`config.mk`:
```
export PLATFORM = sky130hd
export DESIGN_NAME = ixaddr_unit
export DESIGN_NICKNAME = d
export VERILOG_FILES = /design/src/rtl/ixaddr_pkg.sv /design/src/rtl/ixaddr_decode.sv /design/src/rtl/ixaddr_xrfile.sv /design/src/rtl/ixaddr_xrsel.sv /design/src/rtl/ixaddr_unit.sv
export SDC_FILE = /design/constraint.sdc
export NUM_CORES = 1
export LEC_CHECK = 0
export BUFFER_PORTS_ARGS = -buffer_cell sky130_fd_sc_hd__buf_2
export CAP_MARGIN = 30
export CORE_AREA = 5 5 113 168
export CTS_BUF_LIST = sky130_fd_sc_hd__clkbuf_16
export DETAILED_ROUTE_END_ITERATION = 8
export DIE_AREA = 0 0 118 173
export GPL_TIMING_DRIVEN = 0
export PLACE_DENSITY = 0.68
export SYNTH_ARGS = -nofsm -noshare
export SYNTH_HDL_FRONTEND = slang
export SYNTH_SLANG_ARGS = --single-unit
```
`constraint.sdc`:
```
create_clock -name clk -period 5.2 [get_ports clk]
set_input_delay 0 -clock clk [delete_from_list [all_inputs] [get_ports clk]]
set_output_delay 0 -clock clk [all_outputs]
set_load 0.005 [all_outputs]
```
`src/rtl/ixaddr_pkg.sv`:
```
package ixaddr_pkg;
  localparam int IXA_WORD_W   = 36;
  localparam int IXA_ADDR_W   = 15;
  localparam int IXA_TAG_W    = 3;
  // flag sits two bits wide; its low bit in vector numbering
  localparam int IXA_FLAG_LSB = 22;
  localparam logic [1:0] IXA_FLAG_IND = 2'b11;

  typedef enum logic {
    ST_IDLE = 1'b0,
    ST_WAIT = 1'b1
  } ixa_state_e;
endpackage

```
`src/rtl/ixaddr_decode.sv`:
```
module ixaddr_decode #(
  parameter int WORD_W   = 36,
  parameter int ADDR_W   = 15,
  parameter int TAG_W    = 3,
  parameter int FLAG_LSB = 22
) (
  input  logic [WORD_W-1:0] word,
  output logic [1:0]        flag,
  output logic [TAG_W-1:0]  tag,
  output logic [ADDR_W-1:0] y
);
  localparam int TAG_LSB = ADDR_W;
  localparam int GAP_LSB = TAG_LSB + TAG_W;

  logic unused_fields;

  assign y    = word[ADDR_W-1:0];
  assign tag  = word[TAG_LSB +: TAG_W];
  assign flag = word[FLAG_LSB +: 2];

  assign unused_fields = ^{word[WORD_W-1:FLAG_LSB+2], word[FLAG_LSB-1:GAP_LSB]};
endmodule

```
`src/rtl/ixaddr_xrfile.sv`:
```
module ixaddr_xrfile #(
  parameter int ADDR_W = 15,
  parameter int TAG_W  = 3,
  parameter int NUM_XR = 7
) (
  input  logic                         clk,
  input  logic                         rst,
  input  logic                         wr_en,
  input  logic                         wr_compat,
  input  logic [TAG_W-1:0]             wr_tag,
  input  logic [ADDR_W-1:0]            wr_val,
  output logic [(NUM_XR+1)*ADDR_W-1:0] xr_flat
);
  // slot 0 is the constant zero seen by selector value 0
  assign xr_flat[ADDR_W-1:0] = '0;

  for (genvar i = 1; i <= NUM_XR; i++) begin : g_xr
    localparam bit IS_POW2 = ((i & (i - 1)) == 0);
    logic              hit;
    logic [ADDR_W-1:0] q;

    if (IS_POW2) begin : g_legacy
      localparam int SEL_BIT = $clog2(i);
      assign hit = wr_compat ? wr_tag[SEL_BIT] : (wr_tag == TAG_W'(i));
    end else begin : g_direct_only
      assign hit = !wr_compat && (wr_tag == TAG_W'(i));
    end

    always_ff @(posedge clk) begin
      if (rst) q <= '0;
      if (wr_en && hit) q <= wr_val;
    end

    assign xr_flat[i*ADDR_W +: ADDR_W] = q;
  end
endmodule

```
`src/rtl/ixaddr_xrsel.sv`:
```
module ixaddr_xrsel #(
  parameter int ADDR_W = 15,
  parameter int TAG_W  = 3,
  parameter int NUM_XR = 7
) (
  input  logic                         compat,
  input  logic [TAG_W-1:0]             tag,
  input  logic [(NUM_XR+1)*ADDR_W-1:0] xr_flat,
  output logic [ADDR_W-1:0]            ct
);
  logic [TAG_W:0][ADDR_W-1:0] or_chain;
  logic [ADDR_W-1:0]          direct;

  assign or_chain[0] = '0;
  for (genvar b = 0; b < TAG_W; b++) begin : g_or
    assign or_chain[b+1] = or_chain[b] |
                           (tag[b] ? xr_flat[(1 << b)*ADDR_W +: ADDR_W] : '0);
  end

  always_comb begin
    direct = '0;
    for (int n = 0; n <= NUM_XR; n++) begin
      if (tag == TAG_W'(n)) direct = xr_flat[n*ADDR_W +: ADDR_W];
    end
  end

  assign ct = compat ? or_chain[TAG_W] : direct;
endmodule

```
`src/rtl/ixaddr_unit.sv`:
```
module ixaddr_unit
  import ixaddr_pkg::*;
#(
  parameter int WORD_W   = IXA_WORD_W,
  parameter int ADDR_W   = IXA_ADDR_W,
  parameter int TAG_W    = IXA_TAG_W,
  parameter int FLAG_LSB = IXA_FLAG_LSB
) (
  input  logic              clk,
  input  logic              rst,
  input  logic              instr_valid,
  input  logic [WORD_W-1:0] instr_word,
  input  logic              is_xctl,
  input  logic              xr_load,
  input  logic [ADDR_W-1:0] load_value,
  input  logic              leave_compat,
  input  logic              ind_valid,
  input  logic [WORD_W-1:0] ind_word,
  output logic              ea_valid,
  output logic [ADDR_W-1:0] ea,
  output logic              need_indirect
);
  localparam int NUM_XR = (1 << TAG_W) - 1;
  localparam int FLAT_W = (NUM_XR + 1) * ADDR_W;

  ixa_state_e        st_q;
  logic              mode_q;
  logic              wr_compat;
  logic [WORD_W-1:0] word_sel;
  logic [1:0]        dec_flag;
  logic [TAG_W-1:0]  dec_tag;
  logic [ADDR_W-1:0] dec_y;
  logic [FLAT_W-1:0] xr_flat;
  logic [ADDR_W-1:0] ct;
  logic [ADDR_W-1:0] ea_sum;
  logic [ADDR_W-1:0] ea_next;
  logic              take_instr;
  logic              take_ind;
  logic              go_indirect;
  logic              emit;

  // while waiting, the indirect word drives the decoder
  assign word_sel = (st_q == ST_WAIT) ? ind_word : instr_word;

  ixaddr_decode #(
    .WORD_W(WORD_W), .ADDR_W(ADDR_W), .TAG_W(TAG_W), .FLAG_LSB(FLAG_LSB)
  ) u_decode (
    .word(word_sel), .flag(dec_flag), .tag(dec_tag), .y(dec_y)
  );

  ixaddr_xrsel #(
    .ADDR_W(ADDR_W), .TAG_W(TAG_W), .NUM_XR(NUM_XR)
  ) u_xrsel (
    .compat(mode_q), .tag(dec_tag), .xr_flat(xr_flat), .ct(ct)
  );

  // mode seen by a load: reset and leave take effect first
  assign wr_compat = rst | (mode_q & ~leave_compat);

  ixaddr_xrfile #(
    .ADDR_W(ADDR_W), .TAG_W(TAG_W), .NUM_XR(NUM_XR)
  ) u_xrfile (
    .clk(clk), .rst(rst), .wr_en(xr_load), .wr_compat(wr_compat),
    .wr_tag(instr_word[ADDR_W +: TAG_W]), .wr_val(load_value),
    .xr_flat(xr_flat)
  );

  always_ff @(posedge clk) begin
    if (rst) mode_q <= 1'b1;
    else if (leave_compat) mode_q <= 1'b0;
  end

  assign take_instr  = instr_valid && (st_q == ST_IDLE);
  assign take_ind    = ind_valid && (st_q == ST_WAIT);
  assign go_indirect = take_instr && !is_xctl && (dec_flag == IXA_FLAG_IND);
  assign emit        = (take_instr && !go_indirect) || take_ind;

  assign ea_sum  = dec_y - ct;
  assign ea_next = ((st_q == ST_IDLE) && is_xctl) ? dec_y : ea_sum;

  always_ff @(posedge clk) begin
    if (rst) begin
      st_q     <= ST_IDLE;
      ea_valid <= 1'b0;
      ea       <= '0;
    end else begin
      ea_valid <= emit;
      if (emit) ea <= ea_next;
      if (go_indirect) st_q <= ST_WAIT;
      else if (take_ind) st_q <= ST_IDLE;
    end
  end

  assign need_indirect = (st_q == ST_WAIT);
endmodule

```
==> summary.txt <==
Run status
  • Outcome: completed

Synth
  • Synth Register Bits: 123
  • Post-Synthesis Cell Area: 0.006755 mm2
  • FFs w/ async S/R, synth: 0%
  • Synth Area per Inst: 10.25 um2
  • Yosys warns: 0
  • Area contributors post-synth: edfxtp_1, and2_1, dfxtp_1
  • Yosys cell types: 51
  • Syn Nets: 768
  • Synth top area share: 46.68%
  • Post-synth EDFFs: 105
  • Seq/Total Area, Yosys: 52.01%
  • Synth area leader: edfxtp_1
  • Main synth FF type: edfxtp_1
  • Synth Instances: 659

Cells and area
  • Layout Nets: 896
  • Share of cells above drive strength 1: 17.82%
  • Antenna fix cells: 0
  • Area Growth Syn to Fin: 23.12%
  • Most frequent cells in the layout: and2_1, edfxtp_1, nand2_1

Worst hold path
  • Worst Hold Class: primary input to flop
  • Hold Path End: ea[9]$_SDFFE_PP0P_
  • Worst Hold Launch: instr_word[9]
  • Hold depth: 3

STA
  • Clock skew: 0.004576 ns
  • Fin Setup TNS: 0 ns
  • Final setup viols: 0
  • Final hold vios: 0
  • Worst slew pin tran: 1.001 ns
  • Worst setup margin: 0.4519 ns
  • Peak Freq: 210.6 MHz
  • RSZ-0062 raised after global routing: false
  • Minimum clock period: 4.748 ns
  • Tightest hold margin: 0.02270 ns
  • Final worst-path cycle share: 91.31%
  • Rel. slew slack: 33.13%
  • Final Slew Violations: 0

Pwr
  • Tot Pwr: 2.762 mW
  • Pwr/cell area: 332.1 mW/mm2
  • LEAKAGE: 3.331 nW
  • Peak VDD IR: 0.0001947 V

Clock network
  • CTS tree: built
  • Clock slew seen by the registers of the worst setup and hold paths: 0.05 ns
  • Clock tree buffer depth: 2
  • Cts bufs inserted: 17
  • Root Buffer: clkbuf_16
  • Postcts setup bufs: 0
  • Num Clock Sinks: 123
  • H-tree lvl count: 4
  • Clk_lat worst skew: 0.41 ns

Worst setup path
  • Critical Path AT: 5.10 ns
  • FF-to-FF setup slack: 0.45 ns
  • Reg2reg end: ea[14]$_SDFFE_PP0P_
  • Setup crit start kind: flop
  • CP Max Fanout: 10
  • CP endpoint kind: flop
  • Reg2reg path depth: 17
  • Crit Reg-Reg Startpoint: need_indirect$_SDFFE_PP0P_
  • Setup CP Type: flop to flop
  • Data required time of the worst path: 5.56 ns

Placed design
  • Post-DP HPWL: 14840 um
  • DP Worst Slack: -0.06280 ns
  • Port bufs: 75
  • Routability cong.: 0.8748

Routing
  • Drt pass-1 iters: 6
  • Vias per inst: 5.539
  • Antenna-violating nets left: 0
  • Routed len/inst: 20.41 um
  • DR vias: 5594
  • Final WL: 20610 um
  • DRT iter0 DRCs: 447
  • DRC viols: 0

GRT
  • Initial antenna violation count: 0
  • GRT met2 Usage: 37.39%
  • Total gr overflow: 0
  • First-pass GRT wire length: 31630 um
  • Met1 usage in global routing: 20.90%
  • Grt peak-use layer: met2
  • Pin count of the biggest net entering global routing: 17
  • Global routing usage on met3: 3.758%
  • Overall Global Routing Usage: 19.88%
  • Vias in the first global route: 5749

Floorplan
  • Initial core utilization: 39.11%
  • Core area: 0.01727 mm2
  • Number of I/O pins: 111
  • Die Span Y: 173 um
  • Row cnt: 59
  • Die Span X: 118 um
  • Die area: 0.02041 mm2

Job
  • Maxcap violations: 0
[Yosys cell counts, types with 4 or more instances]
cell type / n
and2_1: 105
edfxtp_1: 105
nand2_1: 89
a21oi_1: 47
o21ai_1: 38
nor2_1: 28
clkbuf_1: 27
dfxtp_1: 18
ha_1: 14
mux2_2: 14
mux2i_1: 14
nand3_1: 14
a211oi_1: 13
o21ai_0: 12
a222oi_1: 9
o221ai_1: 9
a21o_1: 8
a22oi_1: 8
a311oi_1: 7
nand2b_1: 6
or2_2: 6
a221oi_1: 5
buf_1: 5
buf_2: 5
inv_1: 5
and3_1: 4
or3_1: 4
xor2_1: 4
[state kept, by name, indices dropped and copies added (netlist names)]
signal           cells
ea                  15
ea_valid             1
mode_q               1
u_xrfile.g_xr.q    105
need_indirect        1
[routing by layer]
| metal | wire length (um) | part of all wire [%] |
|---|---|---|
| met5 | 0 | 0 |
| met4 | 782 | 3.8 |
| met3 | 1388 | 6.7 |
| met2 | 11090 | 54 |
| met1 | 7350 | 36 |
[how the worst max path moves through the flow]
stage,from,end,slack (ns)
floorplan,need_indirect$_SDFFE_PP0P_,ea[14]$_SDFFE_PP0P_,1.17
global placement,need_indirect$_SDFFE_PP0P_,ea[14]$_SDFFE_PP0P_,-0.04
detailed placement,need_indirect$_SDFFE_PP0P_,ea[14]$_SDFFE_PP0P_,-0.06
CTS,need_indirect$_SDFFE_PP0P_,ea[14]$_SDFFE_PP0P_,0.06
global route,need_indirect$_SDFFE_PP0P_,ea[14]$_SDFFE_PP0P_,0.08
finish,need_indirect$_SDFFE_PP0P_,ea[14]$_SDFFE_PP0P_,0.45
[timing repair]
action                                  in CTS  in global routing
hold endpoints to repair                   120                  0
endpoints found under the setup margin       1                  2
resized for setup                            1                  8
hold buffers                                32                  0
[critical path: stages (launching register included)]
cell      delay, ns
dfxtp_1        0.43
buf_6          0.19
mux2_4         0.21
clkbuf_1       0.48
clkbuf_2       0.37
nand2_1        0.09
a31oi_1        0.28
ha_1           0.23
inv_1          0.06
fa_1           0.49
a211oi_2       0.32
o21bai_1       0.17
o21bai_1       0.29
a21oi_1        0.16
a41oi_2        0.29
xor2_1         0.11
or4_1          0.41
nand3_1        0.09
[layout make-up]
class | instances | area [um2]
inverter | 5 | 18.77
multi-input combinational | 493 | 3093
timing repair buffer | 110 | 730.7
buffer | 37 | 158.9
clock buffer | 17 | 425.4
sequential | 123 | 3513
clock inverter | 12 | 110.1
tap | 213 | 266.5
fill | 1574 | 8957
[kinds of logic (layout without fill, tap and decap cells)]
kind of cell             after synthesis  count (layout)  share of synthesized area (%)
XOR/XNOR                               7               7                         0.9076
multiplexers                          30              30                          4.853
buffers and inverters                 43             181                          2.593
adder cells (fa/ha/maj)               15              15                          2.889
flip-flops                           123             123                          52.01
AND/OR/NAND/NOR                      270             270                          20.56
AO/OA/AOI/OAI                        171             171                          16.19
[metrics by stage]
| step | util (%) | cell area [um2] | std cells |
|---|---|---|---|
| after floorplan | - | 6755 | 659 |
| after global placement | 42.82 | 7397 | 947 |
| after detailed placement | 43.07 | 7440 | 950 |
| after CTS | 48.03 | 8297 | 1011 |
| after global routing | 48.15 | 8317 | 1010 |
| final | 48.15 | 8317 | 1010 |
[where the power goes]
| part | switching (mW) | internal [mW] |
|---|---|---|
| logic | 0.294 | 0.200 |
| registers | 0.0279 | 1.14 |
| clock network | 0.420 | 0.684 |
Power figures use the tool's default switching activity.
